===== src/rtl/dither_seq.sv =====
module dither_seq #(
  parameter int BASE_LOG = 3,
  parameter int DIV_W    = 3
) (
  input  logic             clk,
  input  logic             rst_n,
  input  logic             osc_tick,
  input  logic [DIV_W-1:0] div_sel,
  input  logic             spread_en,
  input  logic             uv_ok,
  input  logic             ov_flag,
  output logic             sync_out,
  output logic [4:0]       phase,
  output logic             soft_pulse,
  output logic             corr_en
);

  localparam int CW = BASE_LOG + (1 << DIV_W) - 1;
  localparam int LW = CW + 1;
  localparam logic [LW-1:0] ONE = LW'(1);

  logic [LW-1:0]    cnt, bnd;
  logic [DIV_W-1:0] dsel_q;
  logic [15:0]      lfsr;
  logic             uv_q, ov_q, have_d, arm;

  logic [LW-1:0] per_q, eighth_q, last_q;
  logic [LW-1:0] per_n, eighth_n, quarter_n, rnd, raw, lo, hi, bnd_n;
  logic          start, wrap, ov_rise;

  assign sync_out = osc_tick;

  assign per_q    = ONE << (BASE_LOG + int'(dsel_q));
  assign eighth_q = per_q >> 3;
  assign last_q   = per_q - ONE;

  assign per_n     = ONE << (BASE_LOG + int'(div_sel));
  assign eighth_n  = per_n >> 3;
  assign quarter_n = per_n >> 2;
  assign rnd       = LW'(lfsr) & (quarter_n - ONE);
  assign raw       = spread_en ? (per_n >> 1) + rnd - eighth_n : per_n >> 1;
  assign lo        = eighth_n + ONE;
  assign hi        = per_n - ONE - ONE - eighth_n;
  assign bnd_n     = (raw < lo) ? lo : (raw > hi) ? hi : raw;

  assign start   = uv_ok & ~uv_q;
  assign wrap    = uv_q & osc_tick & (cnt == last_q);
  assign ov_rise = uv_q & ov_flag & ~ov_q;

  always_comb begin
    phase = '0;
    if (uv_q) begin
      if (cnt == last_q)                 phase[4] = 1'b1;
      else if (cnt >= last_q - eighth_q) phase[3] = 1'b1;
      else if (cnt >= bnd)               phase[2] = 1'b1;
      else if (cnt >= bnd - eighth_q)    phase[1] = 1'b1;
      else                               phase[0] = 1'b1;
    end
  end

  assign corr_en = uv_q & ~ov_flag & have_d;

  always_ff @(posedge clk or negedge rst_n) begin
    if (!rst_n) begin
      cnt        <= '0;
      bnd        <= '0;
      dsel_q     <= '0;
      lfsr       <= 16'hACE1;
      uv_q       <= 1'b0;
      ov_q       <= 1'b0;
      have_d     <= 1'b0;
      arm        <= 1'b0;
      soft_pulse <= 1'b0;
    end else begin
      uv_q <= uv_ok;
      ov_q <= ov_flag;
      if (!uv_ok) begin
        cnt        <= '0;
        have_d     <= 1'b0;
        arm        <= 1'b0;
        soft_pulse <= 1'b0;
      end else begin
        if (start || wrap) begin
          cnt    <= '0;
          dsel_q <= div_sel;
          bnd    <= bnd_n;
          lfsr   <= {lfsr[14:0], lfsr[15] ^ lfsr[13] ^ lfsr[12] ^ lfsr[10]};
        end else if (uv_q && osc_tick) begin
          cnt <= cnt + ONE;
        end

        if (ov_rise)               have_d <= 1'b0;
        else if (wrap && !ov_flag) have_d <= 1'b1;

        if (start || ov_rise) arm <= 1'b1;
        else if (osc_tick)    arm <= 1'b0;

        if (osc_tick) soft_pulse <= arm;
      end
    end
  end

  a_r3_onehot: assert property (@(posedge clk) disable iff (!rst_n)
    uv_q |-> $countones(phase) == 1);
  a_r3_idle: assert property (@(posedge clk) disable iff (!rst_n)
    !uv_ok |=> phase == '0);
  a_r4_order: assert property (@(posedge clk) disable iff (!rst_n)
    uv_q && uv_ok && phase[1] |=> phase[1] || phase[2]);
  a_r4_wrap: assert property (@(posedge clk) disable iff (!rst_n)
    uv_q && uv_ok && phase[4] && osc_tick |=> phase[0]);
  a_r5_delta_hold: assert property (@(posedge clk) disable iff (!rst_n)
    uv_q && uv_ok && phase[4] && !osc_tick |=> phase[4]);
  a_r6_soft_on_tick: assert property (@(posedge clk) disable iff (!rst_n)
    $rose(soft_pulse) |-> $past(osc_tick));
  a_r8_corr_at_wrap: assert property (@(posedge clk) disable iff (!rst_n)
    $rose(corr_en) |-> $past(phase[4] && osc_tick));

endmodule


===== config.mk =====
export PLATFORM = sky130hd
export DESIGN_NAME = dither_seq
export DESIGN_NICKNAME = d
export VERILOG_FILES = /design/src/rtl/dither_seq.sv
export SDC_FILE = /design/constraint.sdc
export NUM_CORES = 1
export LEC_CHECK = 0
export ABC_CLOCK_PERIOD_IN_PS = 15300
export BUFFER_PORTS_ARGS = -buffer_cell sky130_fd_sc_hd__buf_2
export CAP_MARGIN = 10
export CORE_MARGIN = 5
export CORE_UTILIZATION = 55
export CTS_BUF_LIST = sky130_fd_sc_hd__clkbuf_4 sky130_fd_sc_hd__clkbuf_8 sky130_fd_sc_hd__clkbuf_16
export CTS_CLUSTER_DIAMETER = 120
export DETAILED_ROUTE_END_ITERATION = 10
export HOLD_SLACK_MARGIN = 0.02
export PLACE_DENSITY = 0.72
export RECOVER_POWER = 50
export SETUP_SLACK_MARGIN = 0.2
export SLEW_MARGIN = 40
export SYNTH_ARGS = -nofsm -noshare
export SYNTH_HDL_FRONTEND = slang
export SYNTH_SLANG_ARGS = --single-unit

===== constraint.sdc =====
create_clock -name clk -period 15.3 [get_ports clk]
set_input_delay 4.59 -clock clk [delete_from_list [all_inputs] [get_ports clk]]
set_output_delay 4.59 -clock clk [all_outputs]
set_load 0.02 [all_outputs]

* Word level (Yosys, flattened, before mapping)
Cells that the tools add are included.
Cells by class: bitwise logic cells 14, $add $sub $neg 13, reduce and logical (&&, ||, !) cells 6, equal/unequal tests 5, shift operators 2, mux-type cells 23, order comparisons 5
Operator list (number):
- $mux 11 | 6
- $sub 11x8->11 | 4
- $ge 11x11->1 | 3
- $sub 11x1->11 const B | 3
- $shl 1x4->11 const A | 2
- $mux 1 | 13
- $add 10x11->11 | 1
- $add 11x1->11 const B | 1
- $and 11x11->11 | 1
- $eq 11x11->1 | 1
- $gt 11x11->1 | 1
- $lt 11x9->1 | 1
- $sub 9x1->10 const B | 1
- $add 8x1->9 const B | 1
- $add 2x3->4 const A | 2
- $and 1x1->1 | 7
- $ne 3x1->1 const B | 2
- $mux 5 | 1
- $mux 4 | 1
- $mux 3 | 1
- $ne 3x2->1 const B | 1
- $not 1->1 | 3
- $xor 1x1->1 | 3
- $logic_and 1x1->1 | 2
- other kinds (5) | 6
Word-level totals: register bits after elaboration 46, output and inout port bits 8, word-level logic and storage cells 77

* Depth between registers and ports, before layout
word-level depth 10, depth in mapped cells 26, mapped depth without buffers 23

* Worst setup path before layout
Ideal clock, no wire load.
path type in2out, start input ov_flag, end output corr_en, stages on the path 2, data arrival time 4.887 ns, slack 5.823 ns, path through inv_1 and3_1
Between the ends: cells in the longest elaborated chain, start to end 3
Ends and longest elaborated chain:
- from (decl) | line 11 | input logic ov_flag,
- $not 1->1 | line 61 | assign corr_en = uv_q & ~ov_flag & have_d;
- $and 1x1->1 (2 in series) | line 61
- to (decl) | line 15 | output logic corr_en
No other way between the ends.

* Worst setup path in the final report
start input div_sel[2], end register bnd[6]
Between the ends: cells in the longest elaborated chain, start to end 10, elaborated cells on any way between the ends 15, classes of those cells add/sub (8); order compare (2); shift (1); mux (3); bitwise (1)
Ends and longest elaborated chain:
- from (decl) | line 8 | input logic [DIV_W-1:0] div_sel,
- $add 2x3->4 (*) | line 37 | assign per_n = ONE << (BASE_LOG + int'(div_sel));
- $shl 1x4->11 (*) | line 37
- $sub 9x1->10 | line 40 | assign rnd = LW'(lfsr) & (quarter_n - ONE);
- $and 11x11->11 | line 40
- $add 10x11->11 | line 41 | assign raw = spread_en ? (per_n >> 1) + rnd - eighth_n : per_n >> 1;
- $sub 11x8->11 | line 41
- $mux 11 | line 41
- $gt 11x11->1 | line 44 | assign bnd_n = (raw < lo) ? lo : (raw > hi) ? hi : raw;
- $mux 11 | line 44
- $mux 11 (*) | line 44
- to (signal assigned) | line 86 | bnd <= bnd_n;
- to (decl) | line 22 | logic [LW-1:0] cnt, bnd;
Mark *: on every way between the ends. The rest lies on a longest branch, timed or not. A chain may end at the register's enable or synchronous reset.

==> summary.txt <==
Yosys
  • Asr flop ratio synth: 1.00
  • FF+latch count, synth: 46
  • Synth Instances: 757
  • Seq/Total Area, Yosys: 0.190
  • Synth Cell Area: 0.00610 mm^2
  • Synth top area share: 0.203
  • Largest cells by area after synthesis: ha_1, dfrtp_1, nand2_1, inv_1, fa_1
  • Post-synth cell types: 77
  • Most used standard cell by instance count after synthesis: nand2_1
  • Number of flops mapped to enable cells by yosys: 0
  • Synth warn: 0
  • Most instantiated cells after synthesis: nand2_1, ha_1, inv_1
  • Avg Cell Area, Syn: 8.06 um^2
  • Most used DFF post-synth: dfrtp_1
  • Post-synth top area cell: ha_1

Worst setup path
  • CP cell instances: buf_2 > clkinv_1 > nand2_1 > ha_1 > o21ai_0 > o21ai_0 > and2_1 > fa_1 > ha_1 > a21o_1 > a31o_2 > a21oi_1 > xnor2_1 > a21oi_1 > inv_1 > ha_1 > or3_1 > a221oi_1 > o21ai_0 > a21o_1 > nor3_2 > a221oi_1 > a211o_1
  • Crit path launch type: primary input
  • Critical Path Source: div_sel[2]
  • Worst reg2reg path endpoint: bnd[6]
  • Worst r2r src: lfsr[1]
  • Worst path max stage delay: 0.64 ns
  • Required time worst endpoint: 15.50 ns
  • Arrival @ worst endpoint: 10.43 ns
  • WS Path Type: in2reg
  • Crit path to: bnd[6]
  • FF-to-FF setup slack: 10.12 ns
  • Crit. End Element: flop
  • Worst Path Max Fanout: 14
  • Worst R2R Path Depth: 18
  • Crit-path slowest cell: nor3_2

Status
  • Failing checks: capacitance limit, slew limit
  • Status: finished with violations

Clock network
  • Setup bufs post-CTS: 0
  • Clock Sinks: 46
  • Clock Path Buffers: 2
  • Inserted Clock Buffers: 5
  • Worst-Skew Late Latency: 0.32 ns
  • PostCTS Resize Cnt: 0
  • Clock root cell: clkbuf_8
  • CTS tree: yes
  • Hold buffer count at cts: 0
  • CTS H-tree lvls: 2
  • Clk pin slew, worst setup/hold paths: 0.10 ns

Routing
  • Vias after detailed routing: 5464
  • Via density: 6.04
  • Iteration-0 DRC count of the detailed router: 349
  • Wire length per cell: 17.1 um
  • Drc violations: 0
  • First drt pass iteration count: 5
  • Antenna-violating nets left: 0
  • Total Wirelength: 15.4 mm

Timing
  • Setup-failing EPs final: 0
  • Final worst-path cycle share: 0.669
  • Relative slew margins: -0.664
  • Setup tns final: 0 ns
  • RSZ-0062 raised after global routing: no
  • Worst Tran Pin Value: 2.50 ns
  • F_max: 0.0977 GHz
  • Max Slew Vio Count: 47
  • Fin crit period: 10.24 ns
  • Clock Skew: 0.0180 ns
  • Final hold vios: 0

Layout
  • Final Util: 0.586
  • Final net count: 882
  • Area of the multi-input gates: 0.00449 mm^2
  • Register area: 0.00116 mm^2
  • Layout cell share with drive strength beyond 1: 0.0746
  • Fill count: 1011
  • Final Non-Filler Cells: 904
  • Area Growth Syn to Fin: 4.25%
  • Inserted Diodes: 0

Floorplanning
  • Initial Utilization: 0.563
  • Die Area: 0.0133 mm^2
  • Core area: 0.0108 mm^2
  • I/O pin count: 17
  • Die X: 115 um
  • Die height: 115 um
  • Num rows: 38

Pwr
  • Power Dens Cells: 122 mW/mm^2
  • Static Leakage: 0.00321 uW
  • Maximum VDD drop: 0.0000762 V

Placement
  • Post-DP HPWL: 12.5 mm
  • Dpl cells: 896
  • Port bufs: 16
  • GP Congestion: 1.06

Global routing
  • Grt ovf: 0
  • Largest net degree at the start of global routing: 47
  • Initial antenna violation count: 0
  • First-pass GRT wire length: 25.9 mm
  • Gr usage total: 0.240
  • Vias in the first global route: 5343

Worst hold path
  • Hold wc startpoint: lfsr[6]
  • Tightest Hold Check Type: reg2reg

Flow run
  • Max Cap Viol: 1
[worst max-delay path, delay by kind of cell]
kind / cells / cell delay [ns]
AO/OA/AOI/OAI: 11 / 2.31
XOR/XNOR: 1 / 0.09
adder cells (fa/ha/maj): 4 / 1.40
buffers and inverters: 3 / 0.55
AND/OR/NAND/NOR: 4 / 1.50
[power by group]
part / switching, uW / internal, uW / total, uW / leakage, uW
Combinational: 288 / 220 / 508 / 0.00258
Clock: 47.4 / 48.7 / 96.1 / 0.0000504
Sequential: 25.0 / 149 / 174 / 0.000582
Total: 360 / 418 / 779 / 0.00321
[layer usage]
layer | GRT usage | wire length, um
met4 | 0.0806 | 377
met5 | 0 | 0
met3 | 0.0242 | 784
met1 | 0.325 | 6820
met2 | 0.403 | 7440
[kinds of logic (layout without fill, tap and decap cells)]
logic type | Yosys count | in the layout | synth area share
compound gates | 193 | 193 | 0.221
xor+xnor | 38 | 38 | 0.0546
fa+ha+maj | 111 | 111 | 0.241
buf+inv | 115 | 114 | 0.0798
flops | 46 | 46 | 0.190
mux | 10 | 10 | 0.0174
other cells | 2 | 10 | 0.00123
simple gates | 242 | 242 | 0.195
[registers in the layout, indices dropped and copies added (netlist names)]
signal / flops
cnt: 11
dsel_q: 3
arm: 1
lfsr: 16
ov_q: 1
have_d: 1
uv_q: 1
soft_pulse: 1
bnd: 11
[layout make-up]
cell class              instances  area share
flip-flops and latches         46       0.183
clock buffers                   5      0.0108
inverters                      89      0.0525
repair buffers                 17      0.0132
multi-input cells             604       0.706
clock inverters                 3     0.00709
well taps                     140      0.0276
[how the worst min path moves through the flow]
stage	endpoint	slack, ns	depth (start not counted)
after floorplan	lfsr[11]	0.44	2
after global placement	lfsr[11]	0.45	2
after detailed placement	lfsr[6]	0.46	2
after CTS	lfsr[6]	0.47	2
after global routing	lfsr[15]	0.49	2
final	lfsr[6]	0.47	2
[placed cells by master (no fill, tap or decap), types with 6 or more instances in the layout]
cell type	n
nand2_1	110
ha_1	99
inv_1	88
a21oi_1	40
o21ai_0	40
dfrtp_1	38
nor2_1	35
xnor2_1	23
a21o_1	19
nand3_1	18
xor2_1	15
nand2b_1	14
buf_2	13
a211oi_1	12
and3_1	11
a31oi_1	11
fa_1	11
o21a_1	10
conb_1	10
nor2b_1	8
dfstp_2	8
or3_1	6
and2_1	6
nor3_1	6
o31ai_1	6
[stage by stage]
step	instance area [um^2]	power (uW)	worst slack (ns)	hold WS, ns
final	6360	779	5.06	0.471
after CTS	6360	777	5.08	0.472
after floorplan	6130	567	5.82	0.439
after global placement	6240	660	4.73	0.447
after global routing	6360	856	4.69	0.495
after detailed placement	6250	678	4.75	0.456
(Power assumes the default switching activity.)
